<file path="src/rtl/pfs_pkg.sv">
package pfs_pkg;

    typedef enum logic [2:0] {
        ST_IDLE_ON = 3'd0,
        ST_WAIT_T1 = 3'd1,
        ST_WAIT_T2 = 3'd2,
        ST_ALL_LOW = 3'd3,
        ST_WAIT_T3 = 3'd4,
        ST_WAIT_T4 = 3'd5
    } seq_state_e;

    typedef struct packed {
        logic save_n;
        logic rst_n;
    } seq_out_t;

    localparam seq_out_t OUT_ALL_LOW = '{save_n: 1'b0, rst_n: 1'b0};

    // Output levels for the state being entered; reset holds its level
    // in the two power-down timing states so a restarted request keeps it.
    function automatic seq_out_t decode_out(input seq_state_e nxt, input seq_out_t cur);
        seq_out_t o;
        o = cur;
        unique case (nxt)
            ST_IDLE_ON: begin o.save_n = 1'b1; o.rst_n = 1'b1; end
            ST_WAIT_T1: begin o.save_n = 1'b1; end
            ST_WAIT_T2: begin o.save_n = 1'b0; end
            ST_ALL_LOW: begin o.save_n = 1'b0; o.rst_n = 1'b0; end
            ST_WAIT_T3: begin o.save_n = 1'b0; o.rst_n = 1'b0; end
            ST_WAIT_T4: begin o.save_n = 1'b1; o.rst_n = 1'b0; end
            default:    begin o = OUT_ALL_LOW; end
        endcase
        return o;
    endfunction

endpackage

</file>
<file path="src/rtl/pfs_sync.sv">
module pfs_sync #(
    parameter int unsigned W = 1,
    parameter logic [W-1:0] RST_VAL = '0
) (
    input  logic         clk,
    input  logic         rst,
    input  logic [W-1:0] d,
    output logic [W-1:0] q
);
    logic [W-1:0] stage1;
    logic [W-1:0] stage2;

    for (genvar i = 0; i < W; i++) begin : g_bit
        always_ff @(posedge clk) begin
            if (rst) begin
                stage1[i] <= RST_VAL[i];
                stage2[i] <= RST_VAL[i];
            end else begin
                stage1[i] <= d[i];
                stage2[i] <= stage1[i];
            end
        end
    end

    assign q = stage2;

    // every output bit follows the input after exactly two stages
    assert_two_stage_R6: assert property (@(posedge clk) disable iff (rst)
        (!$past(rst) && !$past(rst, 2)) |-> (q == $past(d, 2)));

endmodule

</file>
<file path="src/rtl/pfs_timer.sv">
module pfs_timer #(
    parameter int unsigned W = 8
) (
    input  logic         clk,
    input  logic         rst,
    input  logic         load,
    input  logic [W-1:0] load_val,
    input  logic         dec,
    output logic         zero
);
    logic [W-1:0] count;

    always_ff @(posedge clk) begin
        if (rst) begin
            count <= '0;
        end else if (load) begin
            count <= load_val;
        end else if (dec) begin
            count <= count - 1'b1;
        end
    end

    assign zero = (count == '0);

    // the sequencer never asks for a decrement of an expired count
    assert_no_underflow_R3: assert property (@(posedge clk) disable iff (rst)
        dec |-> (count != '0));

    // with no request the count keeps its value
    assert_count_hold_R2: assert property (@(posedge clk) disable iff (rst)
        (!load && !dec) |=> $stable(count));

endmodule

</file>
<file path="src/rtl/pfs_fsm.sv">
module pfs_fsm
    import pfs_pkg::*;
#(
    parameter int unsigned DLY_W = 8,
    parameter int unsigned T3    = 4,
    parameter int unsigned T4    = 4
) (
    input  logic             clk,
    input  logic             rst,
    input  logic             pd_n_s,
    input  logic             uv_s,
    input  logic [DLY_W-1:0] t1_ticks,
    input  logic [DLY_W-1:0] t2_ticks,
    input  logic             tmr_zero,
    output logic             tmr_load,
    output logic [DLY_W-1:0] tmr_val,
    output logic             tmr_dec,
    output seq_out_t         outs
);
    localparam logic [DLY_W-1:0] T3_TICKS = DLY_W'(T3);
    localparam logic [DLY_W-1:0] T4_TICKS = DLY_W'(T4);

    seq_state_e state;
    seq_state_e nxt;

    always_comb begin
        nxt      = state;
        tmr_load = 1'b0;
        tmr_val  = '0;
        tmr_dec  = 1'b0;
        unique case (state)
            ST_IDLE_ON: begin
                if (uv_s) begin
                    nxt = ST_ALL_LOW;
                end else if (!pd_n_s) begin
                    nxt      = ST_WAIT_T1;
                    tmr_load = 1'b1;
                    tmr_val  = t1_ticks;
                end
            end
            ST_WAIT_T1: begin
                if (uv_s) begin
                    nxt = ST_ALL_LOW;
                end else if (pd_n_s) begin
                    if (outs.rst_n) begin
                        nxt = ST_IDLE_ON;
                    end else begin
                        nxt      = ST_WAIT_T4;
                        tmr_load = 1'b1;
                        tmr_val  = T4_TICKS;
                    end
                end else if (tmr_zero) begin
                    nxt      = ST_WAIT_T2;
                    tmr_load = 1'b1;
                    tmr_val  = t2_ticks;
                end else begin
                    tmr_dec = 1'b1;
                end
            end
            ST_WAIT_T2: begin
                if (uv_s || tmr_zero) begin
                    nxt = ST_ALL_LOW;
                end else begin
                    tmr_dec = 1'b1;
                end
            end
            ST_ALL_LOW: begin
                if (pd_n_s && !uv_s) begin
                    nxt      = ST_WAIT_T3;
                    tmr_load = 1'b1;
                    tmr_val  = T3_TICKS;
                end
            end
            ST_WAIT_T3: begin
                if (uv_s || !pd_n_s) begin
                    nxt = ST_ALL_LOW;
                end else if (tmr_zero) begin
                    nxt      = ST_WAIT_T4;
                    tmr_load = 1'b1;
                    tmr_val  = T4_TICKS;
                end else begin
                    tmr_dec = 1'b1;
                end
            end
            ST_WAIT_T4: begin
                if (uv_s) begin
                    nxt = ST_ALL_LOW;
                end else if (!pd_n_s) begin
                    nxt      = ST_WAIT_T1;
                    tmr_load = 1'b1;
                    tmr_val  = t1_ticks;
                end else if (tmr_zero) begin
                    nxt = ST_IDLE_ON;
                end else begin
                    tmr_dec = 1'b1;
                end
            end
            default: begin
                nxt = ST_ALL_LOW;
            end
        endcase
    end

    always_ff @(posedge clk) begin
        if (rst) begin
            state <= ST_ALL_LOW;
            outs  <= OUT_ALL_LOW;
        end else begin
            state <= nxt;
            outs  <= decode_out(nxt, outs);
        end
    end

    // the reset phase runs to its end unless the rail collapses
    assert_t2_completes_R5: assert property (@(posedge clk) disable iff (rst)
        (state == ST_WAIT_T2 && !uv_s) |=> (state == ST_WAIT_T2 || state == ST_ALL_LOW));

    // a dropped request during warning release returns to all-low
    assert_t3_abort_R11: assert property (@(posedge clk) disable iff (rst)
        (state == ST_WAIT_T3 && !pd_n_s) |=> (state == ST_ALL_LOW));

    // release never begins while the rail is low
    assert_release_gate_R7: assert property (@(posedge clk) disable iff (rst)
        (state == ST_ALL_LOW && uv_s) |=> (state == ST_ALL_LOW));

endmodule

</file>
<file path="src/rtl/pfail_sequencer.sv">
module pfail_sequencer
    import pfs_pkg::*;
#(
    parameter int unsigned DLY_W               = 25,
    parameter int unsigned RELEASE_SAVE_TICKS  = 3_125_000,
    parameter int unsigned RELEASE_RST_TICKS   = 25_000_000
) (
    input  logic             clk,
    input  logic             rst,
    input  logic             pd_req_n,
    input  logic             uv_flag,
    input  logic [DLY_W-1:0] save_dly,
    input  logic [DLY_W-1:0] rst_dly,
    output logic             save_n,
    output logic             cpu_rst_n
);
    localparam int unsigned SYNC_W = 2;
    // bit 0: power-down request (reset value: asserted), bit 1: under-voltage (asserted)
    localparam logic [SYNC_W-1:0] SYNC_RST = 2'b10;

    logic [SYNC_W-1:0] raw_in;
    logic [SYNC_W-1:0] sync_in;
    logic              pd_n_s;
    logic              uv_s;
    logic              tmr_load;
    logic [DLY_W-1:0]  tmr_val;
    logic              tmr_dec;
    logic              tmr_zero;
    seq_out_t          outs;

    assign raw_in = {uv_flag, pd_req_n};

    pfs_sync #(.W(SYNC_W), .RST_VAL(SYNC_RST)) u_sync (
        .clk (clk),
        .rst (rst),
        .d   (raw_in),
        .q   (sync_in)
    );

    assign pd_n_s = sync_in[0];
    assign uv_s   = sync_in[1];

    pfs_timer #(.W(DLY_W)) u_timer (
        .clk      (clk),
        .rst      (rst),
        .load     (tmr_load),
        .load_val (tmr_val),
        .dec      (tmr_dec),
        .zero     (tmr_zero)
    );

    pfs_fsm #(
        .DLY_W (DLY_W),
        .T3    (RELEASE_SAVE_TICKS),
        .T4    (RELEASE_RST_TICKS)
    ) u_fsm (
        .clk      (clk),
        .rst      (rst),
        .pd_n_s   (pd_n_s),
        .uv_s     (uv_s),
        .t1_ticks (save_dly),
        .t2_ticks (rst_dly),
        .tmr_zero (tmr_zero),
        .tmr_load (tmr_load),
        .tmr_val  (tmr_val),
        .tmr_dec  (tmr_dec),
        .outs     (outs)
    );

    assign save_n    = outs.save_n;
    assign cpu_rst_n = outs.rst_n;

    // a synchronized under-voltage flag forces both lines low next edge
    assert_uv_override_R6: assert property (@(posedge clk) disable iff (rst)
        uv_s |=> (!save_n && !cpu_rst_n));

    // reset is released only with the warning already released
    assert_rst_rise_order_R8: assert property (@(posedge clk) disable iff (rst)
        $rose(cpu_rst_n) |-> save_n);

    // reset is applied only with the warning already applied
    assert_rst_fall_order_R8: assert property (@(posedge clk) disable iff (rst)
        $fell(cpu_rst_n) |-> !save_n);

    // the warning falls only on a live request or an under-voltage
    assert_save_cause_R2: assert property (@(posedge clk) disable iff (rst)
        $fell(save_n) |-> ($past(uv_s) || !$past(pd_n_s)));

    // the warning is released only with the rail good
    assert_save_release_R7: assert property (@(posedge clk) disable iff (rst)
        $rose(save_n) |-> !$past(uv_s));

endmodule

</file>
<file path="config.mk">
export PLATFORM = sky130hd
export DESIGN_NAME = pfail_sequencer
export DESIGN_NICKNAME = d
export VERILOG_FILES = /design/src/rtl/pfs_pkg.sv /design/src/rtl/pfs_sync.sv /design/src/rtl/pfs_timer.sv /design/src/rtl/pfs_fsm.sv /design/src/rtl/pfail_sequencer.sv
export SDC_FILE = /design/constraint.sdc
export NUM_CORES = 1
export LEC_CHECK = 0
export BUFFER_PORTS_ARGS = -buffer_cell sky130_fd_sc_hd__clkbuf_2
export CORE_MARGIN = 3
export CORE_UTILIZATION = 35
export DETAILED_ROUTE_END_ITERATION = 10
export SYNTH_ARGS = -nofsm -noshare
export SYNTH_HDL_FRONTEND = slang
export SYNTH_SLANG_ARGS = --single-unit
</file>
<file path="constraint.sdc">
create_clock -name clk -period 4.6 [get_ports clk]
set_clock_uncertainty 0.1 [all_clocks]
set_input_delay 0.23 -clock clk [delete_from_list [all_inputs] [get_ports clk]]
set_output_delay 0.23 -clock clk [all_outputs]
set_load 0.01 [all_outputs]
</file>
==> results of run 1 <==
-- metrics by stage --
stage	instances	setup WS (ns)	utilization [%]
3_5_place_dp	419	1.695	41.40
6_report	427	1.588	43.04
3_3_place_gp	419	1.761	41.40
5_1_grt	427	1.362	43.04
2_1_floorplan	302	2.456	-
4_1_cts	427	1.671	43.04
-- cells in the mapped netlist, drive strengths merged, types with 3 or more instances --
library cell / number / area (sq um)
dfxtp: 34 / 680.7
nand2: 28 / 105.1
nor2: 25 / 98.84
a21oi: 22 / 110.1
o21ai: 15 / 75.07
buf: 13 / 91.33
nand3: 12 / 60.06
nor4: 12 / 121.4
a31oi: 11 / 68.82
a221oi: 8 / 88.83
nor2b: 8 / 50.05
nor3: 7 / 40.04
or2: 7 / 43.80
a21o: 6 / 45.04
and3: 6 / 37.54
clkbuf: 6 / 22.52
inv: 6 / 22.52
or3: 6 / 42.54
a211oi: 5 / 42.54
nand2b: 5 / 31.28
o211ai: 5 / 37.54
o22ai: 5 / 43.79
and2: 4 / 25.02
nor3b: 4 / 35.03
xnor2: 4 / 35.03
a21boi: 3 / 22.52
nand4: 3 / 18.77
or4: 3 / 26.27
-- power by group through the flow --
stage               registers (uW)  logic, uW  clock network, uW
finish                         306        104                276
global route                   307        116                292
CTS                            306        103                281
detailed placement             313        102                  0
global placement               313        101                  0
floorplan                      309       66.4                  0
-- cells by family after synthesis --
group | Yosys count
buffers and inverters | 25
XOR/XNOR | 5
AO/OA/AOI/OAI | 99
adder cells (fa/ha/maj) | 1
AND/OR/NAND/NOR | 138
flip-flops | 34
-- placed cells by master (no fill, tap or decap), types with 3 or more instances in the layout --
cell type / instances
xnor2_1: 4
nand2_1: 28
nand3_1: 12
a21o_1: 6
dfxtp_1: 34
nand4_1: 3
nor2b_1: 8
nor3_1: 6
nor2_1: 23
buf_4: 4
nand2b_1: 5
a221oi_1: 5
a21boi_0: 3
or2_2: 6
a221oi_2: 3
a211oi_1: 4
clkbuf_2: 55
and2_1: 4
a21oi_1: 22
clkbuf_8: 5
o211ai_1: 5
and3_1: 6
nor4_1: 6
a31oi_1: 11
inv_1: 5
nor4_2: 4
or3_1: 5
nor3b_1: 3
o21ai_0: 14
o22ai_1: 3
-- area by class of cell --
type,count,area (sq um)
clock buffers,7,76.32
clock inverters,1,30.03
fillers,672,3700
inverters,6,22.52
multi-input cells,243,1584
flip-flops and latches,34,680.7
well taps,77,96.34
repair buffers,59,305.3
-- flip-flops by register name, indices dropped and copies added, names as in the netlist --
register	flops
u_fsm.outs	2
u_fsm.state	3
u_sync.q	2
u_sync.stage1	2
u_timer.count	25
-- worst max path at each step --
stage | endpoint | slack [ns] | depth (start not counted)
6_report | u_timer.count[18] | 1.59 | 9
5_1_grt | u_timer.count[0] | 1.36 | 10
4_1_cts | u_timer.count[0] | 1.67 | 10
3_5_place_dp | u_timer.count[0] | 1.70 | 10
3_3_place_gp | u_timer.count[5] | 1.76 | 9
2_1_floorplan | u_timer.count[0] | 2.46 | 8
-- worst max-delay path, delay by kind of cell (launching register included) --
family | cells | cell delay [ns]
DFF | 1 | 0.34
adders and majority gates | 1 | 0.23
buffers and inverters | 1 | 0.07
AOI/OAI and AO/OA | 2 | 0.37
and+or+nand+nor | 5 | 1.80
-- per-layer routing --
metal	track usage (%)	wire length, microns	share of wire, %	vias to the layer above
met4	5.082	120	1.7	0
met5	0	0	0	-
met1	26.89	3425	49	1122
met2	27.53	2943	42	91
li1	-	-	-	1245
met3	3.445	474	6.8	9
==> results.md, run 1 <==
- Synth Area in Compound Gates: about 30%
- Crit. Startpoint: u_timer.count[0]
- Layout cells sized above 1: a little over a quarter
- CP max FO: 19
- Required @ worst endpoint: 4.68 ns
- Hold Path Depth: 2
- Via/cell ratio: roughly 5.8
- Minimum clock period: roughly 3 ns
- Htree depth: 2
- Status: finished, final reports clean
- Placed wire-length estimate: between 4000 and 5000 microns
- Unrepaired setup endpoints after global routing: no
- Clock insertion delay at the later pin of the skew report: 0.29 ns
- MaxCap Viol Count: 0
- Max-slew headroom: about 49%
- Resized cells post-CTS: 0
- Dpl cell area: 2689 sq um
- Final WL: 6963 microns
- RR Startpoint: u_timer.count[0]
- Width of the die: approximately 89 microns
- Tcrit/Tclk final: about two thirds
- Reg2reg end: u_timer.count[18]
- Final Max Tran Viols: 0
- Sink Count: 34
- Core ar.: approximately 6500 sq um
- Lkg Pwr: about 0.0011 uW
- Clock tree buffer depth: 2
- Die area: 7863 sq um
- Total Routing Usage GR: a little under a fifth
- Area grow syn2layout: 16.84%
- Worst-path clk slew: approximately 0.070 ns
- Initial antenna violation count: 0
- Reg-to-reg slack, setup: 1.59 ns
- TNS Setup: 0 ns
- Register area share after synthesis: 28.45%
- Row cnt: 29
- First-pass iteration count of the detailed router: 4
- Worst-path cell with the longest stage delay: nor4b_1
- # setup viols final: 0
- Syn nets: between 300 and 400
- Via count: approximately 2.5k
- Clk root buf: clkbuf_8
- Gate power share: ~15%
- Final #Nets: ~400
- Ys async rst share: 0%
- Largest net degree at the start of global routing: 35
- Worst hold margin: 0.01790 ns
- CTS Hold Bufs: 0
- Cell-internal power: 507.0 uW
- Drc violations: 0
- # diodes: 0
- Gate Count Post-Synth: between 300 and 400
- Die H: 88.68 microns
- First-pass GRT wire length: between 10000 and 15000 microns
- Share of power burned in registers: between 40 and 50%
- Slowest cell delay on critical path: ~0.50 ns
- Netlist Area Pre-Place: ~2400 sq um
- Initial Util: between 30% and 40%
- Final instance area: 2795 sq um
- Starting DRC count in detailed routing: between 200 and 300
- Post-Synth Adder-Cell Area: less than 1%
- Post-Synth Simple-Gate Area: between 30% and 40%
- Mean Syn Cell Area: approximately 8 sq um
- FF+latch count, synth: 34
- Final ANT Viol Nets: 0
- Synth Area in XOR/XNOR: about 1.8%
- GRT overflow: 0
- F_max: ~330 MHz
- Pwr Total: approximately 690 uW
- Unique masters post-synth: 67
- Crit start category: flip-flop
- Slew @ Worst Pin: 0.7685 ns
- Final hold violations: 0
- Net Sw Power: around 180 uW
- Main flop type after synthesis: dfxtp_1
- Clock power share: 40.3%
- Worst path arrival time: between 3 and 4 ns
- Crit-path cells: inv_1 > ha_1 > nor4b_1 > and2_1 > nand3_1 > nand3b_2 > nand2_1 > o211ai_1 > a31oi_1
- WHS Endpoint: u_sync.stage1[1]
- Setup Fix Bufs, Post-CTS: 0
- Max IR drop VDD: 0.1023 mV
- Worst hold path type: in2reg
- Port Buffers: 55
- TritonCTS clock tree: yes
- Reg2Reg Depth: 9
- WS Path Type: reg2reg
- Main combinational cell family by area after synthesis: simple AND/OR/NAND/NOR gates
- Post-synthesis mux area share: 0%
- CTS Buf Count: 5
- Number of global-route vias before repair: 2273
- I/O pins: 56
- Gpl congestion: 0.8406
- Net Sw Frac: about a quarter
- Worst Min Path Start: uv_flag
- Crit path capture type: flip-flop
- Yosys warnings: 0
- Per-cell routed wire length: between 15 and 20 microns
- PwrDens: 245.4 nW/um^2
- Post-synth EDFFs: 0
Note: power is estimated with default switching activity, not from simulation.
==> run 2, diff against run 1 <==
- ABC_AREA: unset -> 1
- clock period: 4.6 -> 2.9 ns (I/O delays scaled with it)
==> results.md, run 2 <==
- FF+latch count, synth: 34
- Worst Min Path Start: save_dly[2]
- TNS Setup: 0 ns
- Total Routing Usage GR: between 15 and 20%
- GRT overflow: 0
- Placed wire-length estimate: 6505 microns
- Syn nets: around 530
- Pwr Total: ~1300 uW
- Worst-path cell with the longest stage delay: dfxtp_1
- Via/cell ratio: around 5.0
- Worst path arrival time: about 2.5 ns
- Final #Nets: a little under 600
- RR Startpoint: u_timer.count[0]
- Slowest cell delay on critical path: about 0.35 ns
- F_max: 409.9 MHz
- Hold Path Depth: 5
- Reg2reg end: u_timer.count[14]
- Final ANT Viol Nets: 0
- Final WL: ~8600 microns
- Ys async rst share: 0%
- Crit path capture type: flip-flop
- Most area-hungry cell type in the Yosys netlist: dfxtp_1
- I/O pins: 56
- Worst-path clk slew: 0.07 ns
- Per-cell routed wire length: between 10 and 15 microns
- Initial Util: a little under two fifths
- Top cell type's share of synthesized area: 24.37%
- Post-synth EDFFs: 0
- Minimum clock period: 2.440 ns
- Unrepaired setup endpoints after global routing: no
- Reg-to-reg slack, setup: 0.46 ns
- Top-count cell post-synth: nand2_1
- Top post-synthesis cells by area: dfxtp_1, nand2_1, nor2_1, nand3_1, inv_1
- Core ar.: 7486 sq um
- First-pass GRT wire length: between 10000 and 15000 microns
- Required @ worst endpoint: slightly below 3 ns
- Lkg Pwr: 0.001760 uW
- Width of the die: roughly 95 microns
- Clock insertion delay at the later pin of the skew report: between 0.2 and 0.3 ns
- Htree depth: 2
- Fill count: 846
- Area grow syn2layout: 17.52%
- Die H: roughly 95 microns
- Metal2 WL: around 4000 microns
- Post-synth top cells: nand2_1, nor2_1, nand3_1
- Reg2Reg Depth: 15
- Number of global-route vias before repair: ~3k
- Worst hold path type: in2reg
- Largest net degree at the start of global routing: roughly 40
- # setup viols final: 0
- Largest regs: u_timer.count: 25 flops, u_fsm.state: 3 flops
- Die area: between 9000 and 10000 sq um
- Biggest register: u_timer.count
- Resized cells post-CTS: 0
- Status: finished, final reports clean
- Sink Count: 34
- Crit start category: flip-flop
- Yosys warnings: 0
- Final hold violations: 0
- Netlist Area Pre-Place: ~2800 sq um
- Gate Count Post-Synth: 478
- Main flop type after synthesis: dfxtp_1
- Clock tree buffer depth: 2
- Unique masters post-synth: 38
- Max IR drop VDD: about 0.21 mV
- Max-slew headroom: between 40% and 50%
- Clk root buf: clkbuf_8
- WS Path Type: reg2reg
- Starting DRC count in detailed routing: about 230
- PwrDens: around 390 nW/um^2
- Mean Syn Cell Area: 5.842 sq um
- Gpl congestion: between 0.9 and 1
- CTS Buf Count: 5
- TritonCTS clock tree: yes
- CP max FO: 40
- Crit-path cells: inv_1 > ha_1 > nand2_2 > nor2_4 > nand2_4 > clkinv_2 > nand2_2 > nand2_2 > nand2_2 > nand2_4 > nor2_8 > buf_12 > nand2_1 > nand2_1 > nor2_1
- Most common cell after layout, fill and taps aside: nand2_1
- MaxCap Viol Count: 0
- WHS Endpoint: u_timer.count[2]
- Most frequent cells in the layout: nand2_1, nor2_1, nand3_1, clkbuf_2, inv_1
- Crit. Startpoint: u_timer.count[0]
- Most frequent CP cell: nand2_2
- Register area share after synthesis: approximately 24%
- # diodes: 0
- Port Buffers: 55
- Top layer in use: met4
- Initial antenna violation count: 0
- First-pass iteration count of the detailed router: 5
- Met3 routed wirelength: approximately 530 microns
- Max reg flops: 25
- Layout cells sized above 1: about a fifth
- Via count: about 3.1k
- Drc violations: 0
- Row cnt: 31
- Slew @ Worst Pin: around 0.79 ns
- Final Max Tran Viols: 0
- Tcrit/Tclk final: between 80% and 90%
- WL met1: 3839 microns
[run 2: cell count changes after synthesis, moves of 14 or more]
cell,before,now
xor2_1,1,15
nand2_1,28,122
nor2_1,23,108
inv_1,5,42
nand3_1,12,56
[run 2: cell type report]
| class | instances | area (sq um) | share of cell area, % |
|---|---|---|---|
| clock buffers | 6 | 82.58 | 2.516 |
| clock inverters | 1 | 30.03 | 0.9150 |
| inverters | 47 | 177.7 | 5.414 |
| multi-input cells | 380 | 1827 | 55.66 |
| flip-flops and latches | 34 | 680.7 | 20.74 |
| well taps | 99 | 123.9 | 3.774 |
| repair buffers | 64 | 360.3 | 10.98 |
[run 2: power by group]
group | internal, uW | total [uW] | leakage (uW) | switching (uW)
clock network | 275 | 458 | 0.0000573 | 183
registers | 475 | 483 | 0.000275 | 7.35
logic | 126 | 328 | 0.00143 | 201
total | 877 | 1270 | 0.00176 | 391
[run 2: metrics by stage]
stage / setup slack (ns) / hold slack [ns] / std cells / util, % / area, sq um
3_3_place_gp: 0.5828 / 0.2286 / 622 / 42.07 / 3149
5_1_grt: 0.2437 / 0.1160 / 631 / 43.84 / 3282
6_report: 0.4601 / 0.06977 / 631 / 43.84 / 3282
2_1_floorplan: 1.009 / 0.1488 / 478 / - / 2793
3_5_place_dp: 0.4969 / 0.2288 / 622 / 42.07 / 3149
4_1_cts: 0.4593 / 0.07009 / 631 / 43.84 / 3282
[run 2: what timing repair did]
| action | 4_1_cts | 5_1_grt |
|---|---|---|
| hold buffers | 2 | 0 |
| buffers inserted | 0 | 0 |
| endpoints found under the hold margin | 2 | 0 |
[run 2: worst max-delay path by stage]
stage	endpoint	cells after the start	slack, ns
final	u_timer.count[14]	15	0.46
after global routing	u_timer.count[2]	15	0.24
after CTS	u_timer.count[14]	15	0.46
after detailed placement	u_timer.count[16]	15	0.50
after global placement	u_timer.count[12]	15	0.58
after floorplan	u_timer.count[6]	14	1.01
[run 2: critical path, delay by kind of cell (launching register included)]
kind | cells | cell delay (ns)
adders and majority gates | 1 | 0.24
buffers and inverters | 3 | 0.35
DFF | 1 | 0.35
and+or+nand+nor | 11 | 1.28
[run 2: cell families (layout without fill, tap and decap cells)]
logic type	after synthesis	count (layout)	synth area share, %
buffers and inverters	64	118	10.21
flip-flops	34	34	24.37
adder cells (fa/ha/maj)	1	1	0.4480
AND/OR/NAND/NOR	316	316	49.33
AO/OA/AOI/OAI	45	45	9.991
XOR/XNOR	18	18	5.645
[run 2: layer usage]
metal | track usage (%) | vias to the layer above
met5 | 0 | -
met4 | 6.010 | 0
met3 | 3.394 | 9
met2 | 33.64 | 92
met1 | 25.35 | 1422
li1 | - | 1615
==> run 3, diff against run 2 <==
- clock period: 2.9 -> 2.4 ns (I/O delays scaled with it)
==> results.md, run 3 (synthesized netlist as in run 2, its figures left out) <==
- Cell-internal power: 972.9 uW
- Fill count: a little over 800
- Layout cells sized above 1: about a fifth
- F_max: 451.0 MHz
- Die H: 95.33 microns
- Worst-path cell with the longest stage delay: dfxtp_1
- I/O pins: 56
- Largest net degree at the start of global routing: 22
- Via/cell ratio: around 4.9
- Biggest register: u_timer.count
- Net Sw Frac: roughly a third
- Status: finished, final reports clean
- Final Max Tran Viols: 0
- CTS Buf Count: 5
- PwrDens: 434.2 nW/um^2
- Critical path's top delay family: simple AND/OR/NAND/NOR gates
- Slew @ Worst Pin: approximately 0.57 ns
- Gpl congestion: 0.8862
- Clock power share: between 30% and 40%
- First-pass GRT wire length: 14260 microns
- Setup WS post-layout: about 0.18 ns
- Final #Nets: 599
- CP max FO: 21
- Crit path capture type: flip-flop
- Net Sw Power: ~490 uW
- First-pass iteration count of the detailed router: 5
- Crit start category: flip-flop
- WS Path Type: reg2reg
- # diodes: 0
- Row cnt: 31
- Crit-path cells: inv_1 > ha_1 > nand2_2 > nor2_4 > nand2_4 > clkinv_2 > nand2_4 > nand2_2 > nand2_2 > nand2_4 > nor2_8 > buf_12 > nand2_1 > a21oi_2
- Minimum clock period: roughly 2.2 ns
- Required @ worst endpoint: around 2.5 ns
- Tcrit/Tclk final: around 92%
- Slowest cell delay on critical path: 0.35 ns
- Number of global-route vias before repair: 2926
- Max-slew headroom: 62.16%
- Max reg flops: 25
- Worst-path clk slew: around 0.080 ns
- Clock insertion delay at the later pin of the skew report: 0.30 ns
- Starting DRC count in detailed routing: approximately 170
- TritonCTS clock tree: yes
- Worst hold path type: in2reg
- Drc violations: 0
- Clk root buf: clkbuf_8
- MaxCap Viol Count: 0
- Total Routing Usage GR: a little over 20%
- Clock tree buffer depth: 2
- Per-cell routed wire length: ~14 microns
- Share of power burned in registers: 39.9%
- Worst path arrival time: 2.34 ns
- Final hold violations: 0
- Sink Count: 34
- GRT overflow: 0
- Final WL: ~8700 microns
- Most common cell after layout, fill and taps aside: nand2_1
- Htree depth: 2
- Largest regs: u_timer.count: 25 flops, u_fsm.state: 3 flops
- Core ar.: approximately 7500 sq um
- Final ANT Viol Nets: 0
- Worst hold margin: 0.04571 ns
- Die area: 9087 sq um
- # setup viols final: 0
- Port Buffers: 55
- Unrepaired setup endpoints after global routing: yes
- Placed wire-length estimate: between 6000 and 7000 microns
- Post-place setup slack: around 0.13 ns
- Initial antenna violation count: 0
- Most frequent cells in the layout: nand2_1, nor2_1, nand3_1, clkbuf_2, inv_1
- Gate power share: between 20% and 30%
- Max IR drop VDD: around 0.28 mV
- CP bufs+invs: 3
- Lkg Pwr: roughly 0.0018 uW
- Initial Util: 37.31%
- Area grow syn2layout: 20.56%
- Via count: ~3.1k
- Width of the die: ~95 microns
## run 3: cell types whose count changed in the layout (fill, tap and decap cells not counted)
| cell | delta |
|---|---|
| buf_6 | +2 |
| bufinv_16 | -1 |
| buf_4 | +10 |
| clkinvlp_4 | +1 |
| clkinv_2 | +1 |
| nand2_4 | +1 |
| nand2_2 | -1 |
## run 3: timing repair
item	in CTS	in global routing
resized for setup	0	3
hold buffers	2	0
buffers inserted	0	3
setup endpoints to repair	0	22
hold endpoints to repair	2	0
## run 3: final timing paths
check | end | slack, ns | from | cells after the start
max | u_timer.count[22] | 0.18 | u_timer.count[0] | 14
min reg2reg | u_sync.q[1] | 0.31 | u_sync.stage1[1] | 1
min | u_timer.count[2] | 0.05 | save_dly[2] | 5
max reg2reg | u_timer.count[22] | 0.18 | u_timer.count[0] | 14
## run 3: layout make-up
class	instances	area [sq um]	area share (%)
Multi-Input combinational cell	380	1832	54.40
Sequential cell	34	680.7	20.22
Timing Repair Buffer	76	457.9	13.60
Inverter	47	177.7	5.277
Tap cell	99	123.9	3.679
Clock buffer	6	82.58	2.453
Clock inverter	2	12.51	0.3716
## run 3: routing by layer
layer  part of all wire, %  up-vias  global-route usage (%)
met5                     0        -                       0
met4                  0.64        0                   3.486
met3                   5.5        5                   3.078
met2                    47       88                   33.82
met1                    47     1417                   27.72
li1                      -     1638                       -
## run 3: worst reg2reg max path, stage by stage, from the launching register on
cell and delay [ns]:
dfxtp_1 0.35, inv_1 0.06, ha_1 0.24, nand2_2 0.12, nor2_4 0.06, nand2_4 0.10
clkinv_2 0.09, nand2_4 0.14, nand2_2 0.08, nand2_2 0.12, nand2_4 0.10, nor2_8 0.20
buf_12 0.18, nand2_1 0.08, a21oi_2 0.13
## run 3: through the flow
stage	cells	utilization (%)	total power [uW]	area (sq um)	TNS [ns]
after floorplan	478	-	880.6	2793	0
after global placement	631	42.97	997.4	3217	0
after detailed placement	631	42.97	1001	3217	0
after CTS	641	44.51	1465	3332	0
after global routing	644	44.98	1561	3367	-0.01440
final	644	44.98	1462	3367	0
## run 3: power by group through the flow
stage | Combinational (uW) | Sequential, uW | Clock, uW
final | 414 | 583 | 465
after detailed placement | 405 | 596 | 0
after global routing | 471 | 585 | 505
after CTS | 410 | 583 | 472
after floorplan | 287 | 594 | 0
after global placement | 401 | 596 | 0
